**src/rtl/loader_pkg.sv**
```systemverilog
// Package: shared sizes of the serial frame loader.
// Assumes positions are numbered from 1 (first stored) up to the frame width.
package loader_pkg;
    localparam int unsigned FRAME_BITS   = 112;
    localparam int unsigned DISP_BITS    = 111;
    localparam int unsigned DIM_BITS     = 10;
    localparam int unsigned DIM_LOW_POS  = 97;   // 1-based position of dimming LSB
    localparam int unsigned SYNC_DEPTH   = 2;
endpackage

```
**src/rtl/loader_sync.sv**
```systemverilog
// Module: loader_sync
// Synchronises a vector of slow asynchronous inputs through a flop chain.
// Assumes inputs stay stable for several system clocks between changes.
module loader_sync #(
    parameter int unsigned WIDTH  = 3,
    parameter int unsigned STAGES = 2,
    parameter logic [WIDTH-1:0] IDLE = '0
) (
    input  logic             clk,
    input  logic             rst_n,
    input  logic [WIDTH-1:0] async_in,
    output logic [WIDTH-1:0] sync_out
);
    logic [WIDTH-1:0] chain [STAGES];

    for (genvar s = 0; s < STAGES; s++) begin : g_stage
        if (s == 0) begin : g_first
            // capture the raw input into the first stage
            always_ff @(posedge clk) begin
                if (!rst_n) chain[0] <= IDLE;
                else        chain[0] <= async_in;
            end
        end else begin : g_next
            // pass each value one stage further along the chain
            always_ff @(posedge clk) begin
                if (!rst_n) chain[s] <= IDLE;
                else        chain[s] <= chain[s-1];
            end
        end
    end

    assign sync_out = chain[STAGES-1];
endmodule

```
**src/rtl/loader_edge.sv**
```systemverilog
// Module: loader_edge
// Flags a rising edge on each bit of an already synchronised vector.
// Assumes the reset value matches the idle level, so reset gives no false edge.
module loader_edge #(
    parameter int unsigned WIDTH = 2,
    parameter logic [WIDTH-1:0] IDLE = '0
) (
    input  logic             clk,
    input  logic             rst_n,
    input  logic [WIDTH-1:0] level,
    output logic [WIDTH-1:0] rise
);
    logic [WIDTH-1:0] prev_q;

    // keep the previous level of each bit
    always_ff @(posedge clk) begin
        if (!rst_n) prev_q <= IDLE;
        else        prev_q <= level;
    end

    for (genvar b = 0; b < WIDTH; b++) begin : g_bit
        assign rise[b] = level[b] & ~prev_q[b];
    end
endmodule

```
**src/rtl/loader_shift.sv**
```systemverilog
// Module: loader_shift
// Frame shift register: a new bit enters the top, the rest move toward bit 0.
// Assumes shift_en already accounts for chip select; it is never cleared by a frame end.
module loader_shift #(
    parameter int unsigned WIDTH = 112
) (
    input  logic             clk,
    input  logic             rst_n,
    input  logic             shift_en,
    input  logic             bit_in,
    output logic [WIDTH-1:0] sreg
);
    // move one bit in at the top on each enabled step
    always_ff @(posedge clk) begin
        if (!rst_n)        sreg <= '0;
        else if (shift_en) sreg <= {bit_in, sreg[WIDTH-1:1]};
    end
endmodule

```
**src/rtl/loader_latch.sv**
```systemverilog
// Module: loader_latch
// Two target latches. The mode bit (top of the frame) picks which one loads.
// Assumes load is a single-cycle pulse and sreg is stable in that cycle.
module loader_latch #(
    parameter int unsigned FRAME_W = 112,
    parameter int unsigned DISP_W  = 111,
    parameter int unsigned DIM_W   = 10,
    parameter int unsigned DIM_LSB = 96    // 0-based index of the dimming LSB
) (
    input  logic               clk,
    input  logic               rst_n,
    input  logic               load,
    input  logic [FRAME_W-1:0] sreg,
    output logic [DISP_W-1:0]  disp_q,
    output logic [DIM_W-1:0]   dim_q
);
    localparam int unsigned MODE_IDX = FRAME_W - 1;

    logic mode_disp;
    assign mode_disp = sreg[MODE_IDX];

    // display latch takes the lower positions when the mode bit is set
    always_ff @(posedge clk) begin
        if (!rst_n)                  disp_q <= '0;
        else if (load && mode_disp)  disp_q <= sreg[DISP_W-1:0];
    end

    // dimming latch takes its slice when the mode bit is clear
    always_ff @(posedge clk) begin
        if (!rst_n)                  dim_q <= '0;
        else if (load && !mode_disp) dim_q <= sreg[DIM_LSB +: DIM_W];
    end
endmodule

```
**src/rtl/serial_frame_loader.sv**
```systemverilog
// Module: serial_frame_loader
// Three-wire serial receiver. It shifts bits in while chip select is low and,
// when chip select rises, loads the display or dimming latch as the mode bit selects.
// Assumes serial signals are slow relative to clk (each level held >= 3 cycles).
module serial_frame_loader #(
    parameter int unsigned FRAME_W   = loader_pkg::FRAME_BITS,
    parameter int unsigned DISP_W    = loader_pkg::DISP_BITS,
    parameter int unsigned DIM_W     = loader_pkg::DIM_BITS,
    parameter int unsigned DIM_POS   = loader_pkg::DIM_LOW_POS,
    parameter int unsigned SYNC_W    = loader_pkg::SYNC_DEPTH
) (
    input  logic              clk,
    input  logic              rst_n,
    input  logic              ser_clk,
    input  logic              ser_data,
    input  logic              cs_n,
    output logic [DISP_W-1:0] disp_q,
    output logic [DIM_W-1:0]  dim_q
);
    localparam int unsigned DIM_LSB = DIM_POS - 1;

    // synchronised levels: bit 2 data, bit 1 chip select, bit 0 serial clock
    logic [2:0] lvl;
    logic [1:0] rises;
    logic       sclk_rise;
    logic       cs_rise;
    logic       cs_lvl;
    logic       data_lvl;
    logic       shift_en;
    logic [FRAME_W-1:0] sreg_q;

    loader_sync #(.WIDTH(3), .STAGES(SYNC_W), .IDLE(3'b010)) u_sync (
        .clk      (clk),
        .rst_n    (rst_n),
        .async_in ({ser_data, cs_n, ser_clk}),
        .sync_out (lvl)
    );

    assign data_lvl = lvl[2];
    assign cs_lvl   = lvl[1];

    loader_edge #(.WIDTH(2), .IDLE(2'b10)) u_edge (
        .clk   (clk),
        .rst_n (rst_n),
        .level (lvl[1:0]),
        .rise  (rises)
    );

    assign sclk_rise = rises[0];
    assign cs_rise   = rises[1];
    assign shift_en  = sclk_rise & ~cs_lvl;

    loader_shift #(.WIDTH(FRAME_W)) u_shift (
        .clk      (clk),
        .rst_n    (rst_n),
        .shift_en (shift_en),
        .bit_in   (data_lvl),
        .sreg     (sreg_q)
    );

    loader_latch #(
        .FRAME_W (FRAME_W),
        .DISP_W  (DISP_W),
        .DIM_W   (DIM_W),
        .DIM_LSB (DIM_LSB)
    ) u_latch (
        .clk    (clk),
        .rst_n  (rst_n),
        .load   (cs_rise),
        .sreg   (sreg_q),
        .disp_q (disp_q),
        .dim_q  (dim_q)
    );
endmodule

```
**config.mk**
```make
export PLATFORM = sky130hd
export DESIGN_NAME = serial_frame_loader
export DESIGN_NICKNAME = d
export VERILOG_FILES = /design/src/rtl/loader_pkg.sv /design/src/rtl/loader_sync.sv /design/src/rtl/loader_edge.sv /design/src/rtl/loader_shift.sv /design/src/rtl/loader_latch.sv /design/src/rtl/serial_frame_loader.sv
export SDC_FILE = /design/constraint.sdc
export NUM_CORES = 1
export LEC_CHECK = 0
export ABC_AREA = 1
export BUFFER_PORTS_ARGS = -buffer_cell sky130_fd_sc_hd__buf_2
export CORE_UTILIZATION = 55
export CTS_BUF_LIST = sky130_fd_sc_hd__clkbuf_16
export CTS_CLUSTER_SIZE = 25
export DETAILED_ROUTE_END_ITERATION = 10
export GPL_ROUTABILITY_DRIVEN = 0
export PLACE_DENSITY = 0.85
export SYNTH_ARGS = -nofsm -noshare
export SYNTH_HDL_FRONTEND = slang
export SYNTH_SLANG_ARGS = --single-unit
```
**constraint.sdc**
```tcl
create_clock -name clk -period 1.6 [get_ports clk]
set_clock_uncertainty 0.15 [all_clocks]
set_input_delay 0.08 -clock clk [delete_from_list [all_inputs] [get_ports clk]]
set_output_delay 0.08 -clock clk [all_outputs]
set_load 0.005 [all_outputs]
```
==> flow_summary.json, run 1 <==
{
  "cts_root_buf": "clkbuf_16",
  "synth_edf_count": 0,
  "synth_area_leaders": "dfxtp_1 50%, nand2_1 18%, nor2_1 18%",
  "crit_top_cell": "dlygate4sd3_1",
  "synthSimpleGateAreaFrac": 0.368,
  "clkTransAtPathRegs_ns": 0.06,
  "reg2reg_depth": 6,
  "crit_slowest_cell": "dlygate4sd3_1",
  "worst_slew_pin_slew_ns": 0.345,
  "setup-violations-final": 0,
  "path_buf_inv": 5,
  "clkLatencyLatePin_ns": 0.51,
  "avgSynthCellArea_um2": 6.42,
  "path_delay_family": "buffers and inverters",
  "clockPowerShare": 0.483,
  "wl_per_cell_um": 9.93,
  "cts_buffer_depth": 3,
  "yosysMostFrequentCell": "nand2_1",
  "netSwitchingFraction": 0.207,
  "slew_headroom": 0.770,
  "port_buffers": 125,
  "gr-total-overflow": 0,
  "diodes": 0,
  "ant_nets": 0,
  "status": "completed",
  "cp.required_ns": 1.91,
  "synth-seq-cells": 241,
  "rsz0062_at_grt": "no",
  "yosysTopAreaCell": "dfxtp_1",
  "antenna_found_initial": 0,
  "synth_nets": 1509,
  "setup_tns_ns": 0,
  "placementRows": 48,
  "slew_viol_final": 0,
  "first_global_vias": 7186,
  "die_x_um": 134,
  "muxShareOfSynthArea": 0,
  "tritoncts": "yes",
  "synth_ff_type": "dfxtp_1",
  "power_frac_comb": 0.024,
  "finalNetCount": 1608,
  "ys_warn_count": 0,
  "grt_usage": 0.201,
  "synth.cell_area_um2": 9650,
  "drt_iter0_markers": 343,
  "whs_ns": 0.253,
  "synth_xor_area_frac": 0,
  "ir_worst_vdd_mv": 0.740,
  "start_util": 0.560,
  "synth_top_family_by_area": "simple AND/OR/NAND/NOR gates",
  "grt_max_degree": 81,
  "p_switching_uw": 2550,
  "finalCritPeriodShare": 0.942,
  "crit_path_max_fanout": 36,
  "p_seq_frac": 0.493,
  "die_h_um": 134,
  "static-leakage-power_uw": 0.00721,
  "cts_sinks": 241,
  "crit_path_end_kind": "flop",
  "cts_max_level": 1,
  "hold_viol": 0,
  "area_delta_synth_final_pct": 18.6,
  "synth.top_cell.area_share": 0.500,
  "place_hpwl_mm": 11.0,
  "core_area_um2": 17200,
  "io_pins": 126,
  "hold_class": "reg2reg",
  "fmax_mhz": 663,
  "cts-buffers-inserted": 25,
  "cp-start-kind": "input port",
  "syn_inst": 1504,
  "path_class": "in2reg",
  "crit_cells": 6,
  "drive_above_1_share": 0.112,
  "synth_common_cells": "474 x nand2_1, 466 x nor2_1, 242 x inv_1, 241 x dfxtp_1, 50 x buf_2",
  "p_int_uw": 9800,
  "post-cts-setup-buffer-count": 0,
  "powerDensity_nw_per_um2": 1080,
  "seq_area_frac_synth": 0.500,
  "grt_pass1_wl_mm": 30.8,
  "viasPerCell": 4.38,
  "drc": 0,
  "wl_mm": 18.3,
  "route.vias.total": 8080,
  "dieArea_um2": 18100,
  "synth_compound_area_frac": 0,
  "max_stage_delay_ns": 0.56,
  "period_needed_ns": 1.51,
  "drt-pass1-iter-count": 6,
  "synth_adder_area_share": 0,
  "async_flop_share": 0,
  "cap_violations": 0,
  "path_cells": "dlygate4sd3_1 > buf_8 > buf_16 > nand2_1 > dlygate4sd3_1 > inv_1",
  "hold_depth": 2,
  "ys_types": 10,
  "worstPathArrival_ns": 1.81
}
-- timing repair --
action,in CTS,in global routing
hold buffers,7,0
endpoints found under the setup margin,0,1
hold endpoints to repair,222,0
gates resized for setup,0,3
-- flip-flops by register name, summed over array words and instances (netlist names) --
signal and cells:
u_latch.disp_q 111, u_sync.chain 6, u_shift.sreg 112, u_latch.dim_q 10
u_edge.prev_q 2
-- worst register-to-register path, stage by stage (launching register included) --
cell and delay (ns):
dfxtp_1 0.41, inv_2 0.08, nand3_4 0.23, buf_12 0.27, nand2_1 0.10, nand2_1 0.08
nor2_1 0.04
-- power groups by stage --
| stage | Combinational, uW | Clock, uW | Sequential (uW) |
|---|---|---|---|
| detailed placement | 268 | 0 | 6230 |
| global placement | 262 | 0 | 6220 |
| global route | 335 | 6370 | 6100 |
| finish | 294 | 5970 | 6090 |
| floorplan | 195 | 0 | 6220 |
| CTS | 284 | 6100 | 6090 |
-- metal layers --
| metal | global-route usage | share of wire | wire [um] |
|---|---|---|---|
| met1 | 0.242 | 0.46 | 8490 |
| met2 | 0.369 | 0.48 | 8850 |
| met3 | 0.0345 | 0.039 | 710 |
| met4 | 0.0531 | 0.015 | 266 |
| met5 | 0 | 0 | 0 |
-- area by class of cell --
type,instances,area (um2)
Fill cell,1426,5790
Timing Repair Buffer,149,1010
Inverter,243,912
Clock inverter,20,224
Clock buffer,25,626
Sequential cell,241,4820
Multi-Input combinational cell,943,3570
Tap cell,225,282
-- cell families after synthesis --
logic type	after synthesis
buffers and inverters	320
DFF	241
and+or+nand+nor	943
-- final timing paths --
kind	startpoint	to	slack [ns]
setup / recovery	rst_n	u_sync.chain[0][2]	0.09
hold / removal	u_sync.chain[0][1]	u_sync.chain[1][1]	0.25
setup reg to reg	u_sync.chain[1][1]	u_shift.sreg[98]	0.13
hold reg to reg	u_sync.chain[0][1]	u_sync.chain[1][1]	0.25
-- per-stage QoR --
step | setup slack [ns] | utilization | instance area [um2] | std cells | total power (uW)
2_1_floorplan | 0.390 | - | 9650 | 1504 | 6410
3_3_place_gp | 0.206 | 0.609 | 10500 | 1793 | 6490
3_5_place_dp | 0.152 | 0.609 | 10500 | 1793 | 6490
4_1_cts | 0.0226 | 0.662 | 11400 | 1845 | 12500
5_1_grt | 0.00799 | 0.664 | 11400 | 1846 | 12800
6_report | 0.0924 | 0.664 | 11400 | 1846 | 12400
-- placed cells by master (no fill, tap or decap), types with 5 or more instances in the layout --
| cell type | n |
|---|---|
| nand2_1 | 474 |
| nor2_1 | 466 |
| inv_1 | 245 |
| dfxtp_1 | 241 |
| buf_2 | 124 |
| clkbuf_16 | 26 |
| buf_12 | 11 |
| dlygate4sd3_1 | 7 |
| bufinv_16 | 5 |
| clkinv_1 | 5 |
No activity file was read; power rests on OpenSTA's default activity.
==> inputs of run 2 (changes only) <==
--- a/config.mk
+++ b/config.mk
@@ -5,14 +5,14 @@
 export SDC_FILE = /design/constraint.sdc
 export NUM_CORES = 1
 export LEC_CHECK = 0
-export ABC_AREA = 1
 export BUFFER_PORTS_ARGS = -buffer_cell sky130_fd_sc_hd__buf_2
 export CORE_UTILIZATION = 55
 export CTS_BUF_LIST = sky130_fd_sc_hd__clkbuf_16
 export CTS_CLUSTER_SIZE = 25
 export DETAILED_ROUTE_END_ITERATION = 10
 export GPL_ROUTABILITY_DRIVEN = 0
-export PLACE_DENSITY = 0.85
+export PLACE_DENSITY = 0.86
+export SLEW_MARGIN = 20
 export SYNTH_ARGS = -nofsm -noshare
 export SYNTH_HDL_FRONTEND = slang
 export SYNTH_SLANG_ARGS = --single-unit
==> run 2 against run 1 <==
Against the previous run:
- the flow now finishes with violations (DRC)
- sequential power is 1% lower
- sequential share of layout area is 5.2 points higher
- clock power is 2% lower
- fmax is 1.2% lower
- power is 2.5% lower
- cell area is 11% lower
- combinational power is 39% lower
- critical path type is now reg2reg
- largest cell class unchanged
- highest routed layer unchanged
==> flow_summary.json, run 2 <==
{
  "worstPathArrival_ns": 1.74,
  "largest_reg_flops": 112,
  "setup_tns_ns": 0,
  "clkTransAtPathRegs_ns": 0.06,
  "gr-total-overflow": 0,
  "synth.cell_area_um2": 8410,
  "violations": "DRC",
  "synth_area_leaders": "dfxtp_1 57%, mux2i_1 28%, nand2_1 10%",
  "power_uw": 12000,
  "worst_slew_pin_slew_ns": 0.390,
  "synth_ff_type": "dfxtp_1",
  "cts_sinks": 241,
  "start_util": 0.572,
  "placementRows": 44,
  "final_common_cell": "dfxtp_1",
  "regMostFlops": "u_shift.sreg",
  "area_delta_synth_final_pct": 21.3,
  "hold_viol": 0,
  "grt_usage": 0.193,
  "synth.top_cell.area_share": 0.574,
  "top_regs": "u_shift.sreg (112), u_latch.disp_q (111), u_latch.dim_q (10)",
  "crit_path_max_fanout": 55,
  "wl_mm": 15.2,
  "grt_max_degree": 57,
  "core_area_um2": 14700,
  "hold_path_end": "u_sync.chain[1][1]",
  "avgSynthCellArea_um2": 10.9,
  "wl_per_cell_um": 13.8,
  "fmax_mhz": 656,
  "final_cell_mix": "241 x dfxtp_1, 234 x nand2_1, 233 x mux2i_1, 124 x buf_2, 25 x clkbuf_16",
  "route.vias.total": 5541,
  "crit_path_end_kind": "flop",
  "ys_warn_count": 0,
  "port_buffers": 125,
  "hold_path.startpoint": "u_sync.chain[0][1]",
  "finalNetCount": 900,
  "async_flop_share": 0,
  "io_pins": 126,
  "static-leakage-power_uw": 0.00479,
  "seq_area_frac_synth": 0.574,
  "r2r_start": "u_sync.chain[1][1]",
  "hold_depth": 1,
  "synth-seq-cells": 241,
  "ant_nets": 0,
  "place_worst_setup_slack_ns": 0.101,
  "slew_headroom": 0.740,
  "cts_max_level": 1,
  "yosysTopAreaCell": "dfxtp_1",
  "ir_worst_vdd_mv": 0.735,
  "first_global_vias": 5433,
  "reg2reg_depth": 3,
  "powerDensity_nw_per_um2": 1180,
  "drt_iter0_markers": 248,
  "yosysMostFrequentCell": "dfxtp_1",
  "synth_nets": 778,
  "hold_class": "reg2reg",
  "syn_inst": 773,
  "drive_above_1_share": 0.199,
  "ys_types": 12,
  "cts-buffers-inserted": 24,
  "tritoncts": "yes",
  "path_buf_inv": 1,
  "path_class": "reg2reg",
  "clkLatencyLatePin_ns": 0.50,
  "setup-violations-final": 0,
  "antenna_found_initial": 0,
  "slew_viol_final": 0,
  "fin_ws_ns": 0.0745,
  "finalCritPeriodShare": 0.953,
  "cp-start-kind": "flop",
  "max_stage_delay_ns": 0.46,
  "diodes": 0,
  "cp.required_ns": 1.82,
  "viasPerCell": 5.05,
  "cts_buffer_depth": 3,
  "status": "finished with violations",
  "grt_pass1_wl_mm": 25.5,
  "cts_root_buf": "clkbuf_16",
  "rsz0062_at_grt": "no",
  "path_cells": "or3b_4 > buf_12 > mux2i_1",
  "drt-pass1-iter-count": 7,
  "die_h_um": 126,
  "place_hpwl_mm": 9.48,
  "crit_slowest_cell": "or3b_4",
  "cap_violations": 0,
  "die_x_um": 126,
  "r2r_setup_slack_ns": 0.07,
  "drc": 9,
  "path_delay_family": "simple AND/OR/NAND/NOR gates",
  "r2r-end": "u_shift.sreg[73]",
  "synth_common_cells": "241 x dfxtp_1, 234 x nand2_1, 233 x mux2i_1, 22 x clkbuf_1, 19 x buf_2",
  "dieArea_um2": 15800,
  "whs_ns": 0.276,
  "synth_edf_count": 0,
  "period_needed_ns": 1.53
}
-- run 2: cell count changes in the layout (fill, tap and decap cells not counted), moves of 3 or more --
cell,change
nor2_1,-466
inv_1,-244
nand2_1,-240
mux2i_1,+233
and2_1,+5
buf_12,+3
nand2b_1,+3
-- run 2: how the worst max path moves through the flow --
| stage | start | endpoint | slack [ns] | cells past startpoint |
|---|---|---|---|---|
| after detailed placement | u_sync.chain[1][1] | u_shift.sreg[71] | 0.10 | 3 |
| final | u_sync.chain[1][1] | u_shift.sreg[73] | 0.07 | 3 |
| after global placement | u_sync.chain[1][1] | u_shift.sreg[77] | 0.14 | 3 |
| after floorplan | u_sync.chain[1][1] | u_shift.sreg[100] | 0.15 | 5 |
| after CTS | u_sync.chain[1][1] | u_shift.sreg[73] | 0.05 | 3 |
| after global routing | u_sync.chain[1][1] | u_shift.sreg[73] | 0.002 | 3 |
-- run 2: report_power, final --
part	internal (uW)	switching, uW
Clock	3630	2230
Sequential	6010	3.30
Combinational	61.3	117
Total	9690	2350
-- run 2: cell type report --
class	count	area (um2)
Clock buffer	25	626
Sequential cell	241	4820
Fill cell	1048	4500
Tap cell	184	230
Multi-Input combinational cell	478	3290
Timing Repair Buffer	150	1010
Clock inverter	19	210
-- run 2: per-layer routing --
metal | global-route usage | up-vias | part of all wire
met3 | 0.0429 | 24 | 0.050
met5 | 0 | - | 0
li1 | - | 2810 | -
met4 | 0.0531 | 0 | 0.018
met1 | 0.245 | 2597 | 0.46
met2 | 0.332 | 110 | 0.47
-- run 2: cell families (layout without fill, tap and decap cells) --
group | count (synthesis) | count (layout) | share of synthesized area
flip-flops | 241 | 241 | 0.574
buffers and inverters | 54 | 194 | 0.0350
multiplexers | 233 | 233 | 0.277
AND/OR/NAND/NOR | 245 | 245 | 0.114
-- run 2: stage by stage --
stage	std cells	utilization	instance area [um2]
5_1_grt	1097	0.694	10200
4_1_cts	1097	0.694	10200
3_5_place_dp	1046	0.632	9290
2_1_floorplan	773	-	8410
3_3_place_gp	1046	0.632	9290
6_report	1097	0.694	10200
-- run 2: timing repair --
item | CTS | global route
setup buffers | 0 | 0
hold endpoints to repair | 126 | 0
gates resized for setup | 0 | 0
hold buffers | 7 | 0
